[src/rtl/shrot_pkg.sv]
package shrot_pkg;
  typedef struct packed {
    logic loadOp;   // capture operand
    logic startOp;  // copy operand to work register, latch mode
    logic stepOp;   // apply one single-bit step
  } shrot_strobes_t;
endpackage

[src/rtl/shrot_ctrl.sv]
module shrot_ctrl
  import shrot_pkg::*;
#(
  parameter int DATA_W = 8,
  parameter int CNT_W  = 4
) (
  input  logic              clk,
  input  logic              rstN,
  input  logic              wrEn,
  input  logic              wrAddr,
  input  logic [DATA_W-1:0] wrData,
  output shrot_strobes_t    strobes,
  output logic              busy,
  output logic              done
);
  logic [CNT_W-1:0] remain;
  logic             accept;
  logic [CNT_W-1:0] reqCount;

  assign reqCount = wrData[CNT_W-1:0];
  assign busy     = (remain != '0);
  assign accept   = wrEn && !busy;

  always_comb begin
    strobes.loadOp  = accept && !wrAddr;
    strobes.startOp = accept && wrAddr;
    strobes.stepOp  = busy;
  end

  always_ff @(posedge clk or negedge rstN) begin
    if (!rstN) begin
      remain <= '0;
      done   <= 1'b0;
    end else begin
      done <= 1'b0;
      if (strobes.startOp) begin
        remain <= reqCount;
        if (reqCount == '0) done <= 1'b1;
      end else if (busy) begin
        remain <= remain - 1'b1;
        if (remain == CNT_W'(1)) done <= 1'b1;
      end
    end
  end

  // done lasts a single cycle unless a fresh zero-count start follows
  a_r6_done_single: assert property (@(posedge clk) disable iff (!rstN)
    done && !(wrEn && wrAddr) |=> !done);
  // leaving busy always coincides with done
  a_r6_done_on_finish: assert property (@(posedge clk) disable iff (!rstN)
    $fell(busy) |-> done);
  // done never overlaps busy
  a_r5_done_not_busy: assert property (@(posedge clk) disable iff (!rstN)
    done |-> !busy);
endmodule

[src/rtl/shrot_datapath.sv]
module shrot_datapath
  import shrot_pkg::*;
#(
  parameter int DATA_W = 8,
  parameter int CNT_W  = 4
) (
  input  logic              clk,
  input  logic              rstN,
  input  shrot_strobes_t    strobes,
  input  logic [DATA_W-1:0] wrData,
  output logic [DATA_W-1:0] result
);
  localparam int DIR_BIT = CNT_W;
  localparam int ROT_BIT = CNT_W + 1;

  logic [DATA_W-1:0] operandQ;
  logic [DATA_W-1:0] workQ;
  logic [DATA_W-1:0] stepVal;
  logic              rotQ;
  logic              leftQ;
  logic              inBit;

  always_comb begin
    if (leftQ) begin
      inBit   = rotQ ? workQ[DATA_W-1] : 1'b0;
      stepVal = {workQ[DATA_W-2:0], inBit};
    end else begin
      inBit   = rotQ ? workQ[0] : 1'b0;
      stepVal = {inBit, workQ[DATA_W-1:1]};
    end
  end

  always_ff @(posedge clk or negedge rstN) begin
    if (!rstN) begin
      operandQ <= '0;
      workQ    <= '0;
      rotQ     <= 1'b0;
      leftQ    <= 1'b0;
    end else begin
      if (strobes.loadOp) operandQ <= wrData;
      if (strobes.startOp) begin
        workQ <= operandQ;
        rotQ  <= wrData[ROT_BIT];
        leftQ <= wrData[DIR_BIT];
      end else if (strobes.stepOp) begin
        workQ <= stepVal;
      end
    end
  end

  assign result = workQ;

  // control never asks for a step and a register write together
  a_r8_strobe_exclusive: assert property (@(posedge clk) disable iff (!rstN)
    strobes.stepOp |-> !strobes.loadOp && !strobes.startOp);
  // left shift leaves a zero in the low bit
  a_r3_left_fill: assert property (@(posedge clk) disable iff (!rstN)
    strobes.stepOp && !rotQ && leftQ |=> workQ[0] == 1'b0);
  // right shift leaves a zero in the high bit
  a_r3_right_fill: assert property (@(posedge clk) disable iff (!rstN)
    strobes.stepOp && !rotQ && !leftQ |=> workQ[DATA_W-1] == 1'b0);
  // rotate keeps the number of set bits
  a_r4_rot_ones: assert property (@(posedge clk) disable iff (!rstN)
    strobes.stepOp && rotQ |=> $countones(workQ) == $countones($past(workQ)));
endmodule

[src/rtl/shrot_unit.sv]
module shrot_unit
  import shrot_pkg::*;
#(
  parameter int DATA_W = 8,
  parameter int CNT_W  = 4
) (
  input  logic              clk,
  input  logic              rstN,
  input  logic              wrEn,
  input  logic              wrAddr,
  input  logic [DATA_W-1:0] wrData,
  output logic [DATA_W-1:0] result,
  output logic              busy,
  output logic              done
);
  shrot_strobes_t strobes;

  shrot_ctrl #(.DATA_W(DATA_W), .CNT_W(CNT_W)) u_ctrl (
    .clk(clk), .rstN(rstN), .wrEn(wrEn), .wrAddr(wrAddr), .wrData(wrData),
    .strobes(strobes), .busy(busy), .done(done)
  );

  shrot_datapath #(.DATA_W(DATA_W), .CNT_W(CNT_W)) u_dp (
    .clk(clk), .rstN(rstN), .strobes(strobes), .wrData(wrData), .result(result)
  );

  // zero-count start finishes in the next cycle without busy
  a_r7_zero_count: assert property (@(posedge clk) disable iff (!rstN)
    wrEn && wrAddr && !busy && (wrData[CNT_W-1:0] == '0) |=> done && !busy);
  // nonzero start raises busy
  a_r5_busy_start: assert property (@(posedge clk) disable iff (!rstN)
    wrEn && wrAddr && !busy && (wrData[CNT_W-1:0] != '0) |=> busy && !done);
  // operand write alone leaves result alone
  a_r1_result_hold: assert property (@(posedge clk) disable iff (!rstN)
    !busy && !(wrEn && wrAddr) |=> $stable(result));
endmodule

[config.mk]
export PLATFORM = sky130hd
export DESIGN_NAME = shrot_unit
export DESIGN_NICKNAME = d
export VERILOG_FILES = /design/src/rtl/shrot_pkg.sv /design/src/rtl/shrot_ctrl.sv /design/src/rtl/shrot_datapath.sv /design/src/rtl/shrot_unit.sv
export SDC_FILE = /design/constraint.sdc
export NUM_CORES = 1
export LEC_CHECK = 0
export CAP_MARGIN = 25
export CORE_UTILIZATION = 37
export CTS_CLUSTER_SIZE = 20
export DETAILED_ROUTE_END_ITERATION = 10
export DONT_BUFFER_PORTS = 1
export SKIP_CTS_REPAIR_TIMING = 1
export SLEW_MARGIN = 0
export SYNTH_ARGS = -nofsm -noshare
export SYNTH_HDL_FRONTEND = slang
export SYNTH_SLANG_ARGS = --single-unit
[constraint.sdc]
create_clock -name clk -period 3 [get_ports clk]
set_input_delay 0.6 -clock clk [delete_from_list [all_inputs] [get_ports clk]]
set_output_delay 0.6 -clock clk [all_outputs]
set_load 0.005 [all_outputs]
## Word level (Yosys, flattened, before mapping)

Index checks and enable logic that the tools add are counted.

- Flip-flop bits (word level): 23

- $add $sub $neg: 1
- Equality and inequality tests: 1
- Muxes and demuxes: 11
- Reductions and logical operators: 8

Operators by type and width:

| kind | number |
|---|---|
| $mux W8 | 3 |
| $mux W4 | 2 |
| $mux W1 | 6 |
| $eq A4 B1 Y1 const B | 1 |
| $logic_not A4 Y1 | 1 |
| $reduce_bool A4 Y1 | 1 |
| $sub A4 B1 Y4 const B | 1 |
| $logic_and A1 B1 Y1 | 3 |
| $logic_not A1 Y1 | 2 |
| $reduce_bool A2 Y1 | 1 |

## Logic depth before layout (Yosys ltp)

- Depth in word-level cells: 5
- Mapped depth: 7
- Gate-level depth less buffers: 6

## Modules after synthesis

From an unflattened synthesis, not the netlist that was laid out.

- Cell total of the unflattened synthesis: 102
- Area total of the unflattened synthesis: 1172.4 um^2

Modules (own cells, without submodules):

| module | instances | cells each | area each (um^2) |
|---|---|---|---|
| shrot_datapath | 1 | 68 | 838.3 |
| shrot_ctrl | 1 | 34 | 334.1 |

## Least setup slack after synthesis

OpenSTA, ideal clock, no wires.

- Kind: register -> register
- Start: reg u_ctrl.remain[0]
- End: reg u_dp.leftQ
- Setup time: 125 ps
- Arrival time: 1534 ps
- Setup slack: 1341 ps
- Stages on the path, launching flop included: 7
- Period minus slack after synthesis: 1659 ps
- Path through: dfrtp_1 > inv_1 > ha_1 > nor3b_2 > inv_1 > nor2_1 > mux2_2

- Word-level cells in the longest chain between the ends: 4

RTL lines:

| element | RTL line | text |
|---|---|---|
| start: declaration | shrot_ctrl.sv:16 | `logic [CNT_W-1:0] remain;` |
| start signal: assignment | shrot_ctrl.sv:37 | `remain <= reqCount;` |
| start signal: assignment | shrot_ctrl.sv:40 | `remain <= remain - 1'b1;` |
| $reduce_bool A4 Y1 | shrot_ctrl.sv:21 | `assign busy = (remain != '0);` |
| via busy | shrot_unit.sv:13 | `output logic busy,` |
| $logic_not A1 Y1 | shrot_ctrl.sv:22 | `assign accept = wrEn && !busy;` |
| $logic_and A1 B1 Y1 | shrot_ctrl.sv:22 |  |
| $logic_and A1 B1 Y1 | shrot_ctrl.sv:26 | `strobes.startOp = accept && wrAddr;` |
| end signal: assignment | shrot_datapath.sv:44 | `leftQ <= wrData[DIR_BIT];` |
| end: declaration | shrot_datapath.sv:20 | `logic leftQ;` |

The timed path passes the listed nets, and every way through them passes these cells.
A chain may end at the register's enable or synchronous reset.

## Final worst setup path

- Start: reg u_ctrl.remain[0]
- End: out busy

- Word-level cells in the longest chain between the ends: 1

RTL lines:

| element | RTL line |
|---|---|
| $reduce_bool A4 Y1 | shrot_ctrl.sv:21 |
| end: declaration | shrot_unit.sv:13 |

Every way passes these cells.

==> results.py <==
metrics = {
    "status": {
        "status": "complete, but fails checks",
        "failed_checks": "design-rule violations",
    },
    "grt": {
        "antenna_found_initial": 0,
        "grt_pass1_wl_um": 4070,
        "grt_max_degree": 24,
        "grt_pass1_vias": 852,
        "overflow": 0,
        "grt_use_total_pct": 16.0,
    },
    "power": {
        "internal_power_uw": 691,
        "power_uw": 1100,
        "netSwitchingFraction_pct": 37.2,
        "power_density_nw_per_um2": 908,
        "switching_power_uw": 409,
        "combinationalPowerShare_pct": 32.9,
        "p_seq_share_pct": 54.1,
        "ir_drop_mv": 0.400,
        "power_frac_clock_pct": 13.0,
        "p_leak_uw": 0.000530,
    },
    "cells_and_area": {
        "drive_above_1_share_pct": 15.7,
        "final_nets": 124,
        "final_core_utilization_pct": 42.5,
        "syn2layout_area_growth_pct": 5.56,
        "final_common_cell": "dfrtp_1",
        "insertedDiodeCount": 0,
        "layout_common_cells": "dfrtp_1 (23), nand2_1 (17), mux2_2 (10)",
    },
    "critical_path": {
        "path_cells": "inv_1 > ha_1 > nor3b_2 > buf_4 > inv_1",
        "required_ns": 2.40,
        "startpoint_type": "register",
        "path_max_fanout": 20,
        "cp_slowest_stage_delay_ns": 0.45,
        "cpMostUsedCell": "inv_1",
        "slowest_stage": "dfrtp_1",
        "end_kind": "output pin",
        "rr_endpoint": "u_dp.leftQ",
        "cp-startpoint": "u_ctrl.remain[0]",
        "worst-endpoint-arrival_ns": 1.70,
        "r2r-start": "u_ctrl.remain[0]",
        "criticalPathCategory": "register to output pin",
        "r2r_cells": 7,
        "reg2reg_slack_ns": 0.95,
    },
    "worst_hold_path": {
        "hold_class": "input pin to asynchronous set/reset pin",
    },
    "clocking": {
        "cts.htree.levels": 1,
        "cts_tree": "yes",
        "numCtsBuffers": 3,
        "clk_pin_slew_ns": 0.13,
        "numClockSinks": 23,
        "clockBufferDepth": 2,
        "clockRootBuffer": "clkbuf_4",
        "worstSkewPairLatency_ns": 0.31,
    },
    "timing": {
        "rsz0062_at_grt": "false",
        "final_max_slew_viol_count": 0,
        "period_needed_ns": 2.30,
        "fin_tns_setup_ns": 0,
        "worst_slew_pin_slew_ns": 0.510,
        "timing.final.crit_share_pct": 76.7,
        "clock_skew_ns": 0.00524,
        "hold-worst-slack_ns": 0.0786,
        "slew_headroom_pct": 66.0,
        "setup_viol": 0,
        "fmax_mhz": 434,
        "hold_viol": 0,
    },
    "placement": {
        "gp_congestion": 0.802,
        "numPortBuffers": 0,
        "hpwl_um": 1660,
    },
    "floorplan": {
        "rows": 19,
        "io_pins": 22,
        "die_area_sq_um": 3330,
        "die_height_um": 57.7,
        "start_util_pct": 40.2,
        "die_width_um": 57.7,
        "core_area_sq_um": 2850,
    },
    "yosys": {
        "yosysUniqueCellTypes": 25,
        "ys_seq_elements": 23,
        "synth_fa_ha_area_share_pct": 3.27,
        "synth-simple-area-share_pct": 18.8,
        "synth_top_family_by_area": "simple AND/OR/NAND/NOR gates",
        "synth-xor-area-share_pct": 0.763,
        "yosys_warnings": 0,
        "synth.avg_cell_area_sq_um": 10.7,
        "synth_compound_area_share_pct": 13.7,
        "synth_nets": 122,
        "synthCells": 107,
        "synthMuxAreaShare_pct": 9.81,
        "synth.yosys.seq_area_share_pct": 50.2,
        "syn-cell-area_sq_um": 1150,
    },
    "routing": {
        "routed_wl_um": 2280,
        "drc": 1,
        "drtAntennaViolNets": 0,
        "wl_per_cell_um": 16.4,
        "dr.pass1.iters": 7,
        "first_iter_violations": 18,
        "viasPerCell": 5.92,
        "via_count": 823,
    },
    "flow_run": {
        "max_cap_violations": 0,
    },
}
-- power by group through the flow --
stage	clock network, uW	logic [uW]	registers (uW)
after floorplan	0	325	548
after global placement	0	338	597
after detailed placement	0	354	602
after CTS	150	355	594
after global routing	162	424	623
final	143	362	594
-- worst max-delay path by stage --
stage	to	slack, ns	depth (start not counted)
floorplan	u_dp.leftQ	1.34	6
global placement	u_dp.leftQ	1.06	7
detailed placement	u_dp.leftQ	0.96	7
CTS	busy	0.69	5
global route	busy	0.52	5
finish	busy	0.70	5
-- metrics by stage --
stage	instances	setup slack, ns	cell area [sq um]
after floorplan	107	1.34	1150
final	139	0.698	1210
after global placement	134	1.06	1160
after global routing	139	0.519	1210
after CTS	138	0.689	1190
after detailed placement	134	0.961	1160
-- sequential cells by signal (all words and copies together), names as in the netlist --
name           flops
u_dp.leftQ         1
u_dp.rotQ          1
u_ctrl.done        1
u_dp.operandQ      8
u_ctrl.remain      4
u_dp.result        8
-- logic make-up after synthesis --
| logic type | Yosys count |
|---|---|
| DFF | 23 |
| xor gates and xnor gates | 1 |
| adders and majority gates | 3 |
| muxes | 10 |
| AOI/OAI and AO/OA | 23 |
| and+or+nand+nor | 39 |
| buffers and inverters | 8 |
-- per-layer routing --
metal / track usage (%) / part of all wire, %
met1: 22.0 / 46
met5: 0 / 0
met4: 5.78 / 1.8
met3: 6.70 / 7.1
met2: 22.8 / 45
-- cell type report --
class | count | area, sq um
clock buffer | 4 | 26.3
fill | 278 | 1640
inverter | 3 | 11.3
multi-input combinational | 76 | 532
sequential | 23 | 576
tap | 31 | 38.8
timing repair buffer | 2 | 27.5
-- cells in the mapped netlist (all sizes together) --
| cell | instances | area share, % |
|---|---|---|
| a211oi | 8 | 5.2 |
| inv | 3 | 0.98 |
| dfrtp | 23 | 50 |
| clkbuf | 2 | 0.65 |
| and2b | 2 | 1.3 |
| a31oi | 9 | 4.9 |
| ha | 3 | 3.3 |
| mux2 | 10 | 9.8 |
| o21ai | 1 | 0.44 |
| nor2 | 1 | 0.33 |
| buf | 3 | 1.9 |
| nor4 | 2 | 1.1 |
| nand3b | 1 | 1.7 |
| and2 | 1 | 0.55 |
| nor2b | 8 | 4.4 |
| nand2 | 17 | 5.6 |
| and3 | 1 | 0.55 |
| a311oi | 2 | 1.5 |
| a221oi | 1 | 0.76 |
| nor3 | 4 | 1.7 |
| nand3 | 1 | 0.44 |
| nor3b | 1 | 1.1 |
| a21oi | 2 | 0.87 |
| xnor2 | 1 | 0.76 |
-- critical path, delay by kind of cell, from the launching register on --
| family | cells | cell delay [ns] |
|---|---|---|
| buffers and inverters | 3 | 0.54 |
| DFF | 1 | 0.45 |
| and+or+nand+nor | 1 | 0.18 |
| adders and majority gates | 1 | 0.22 |
No activity file was read; power rests on OpenSTA's default activity.
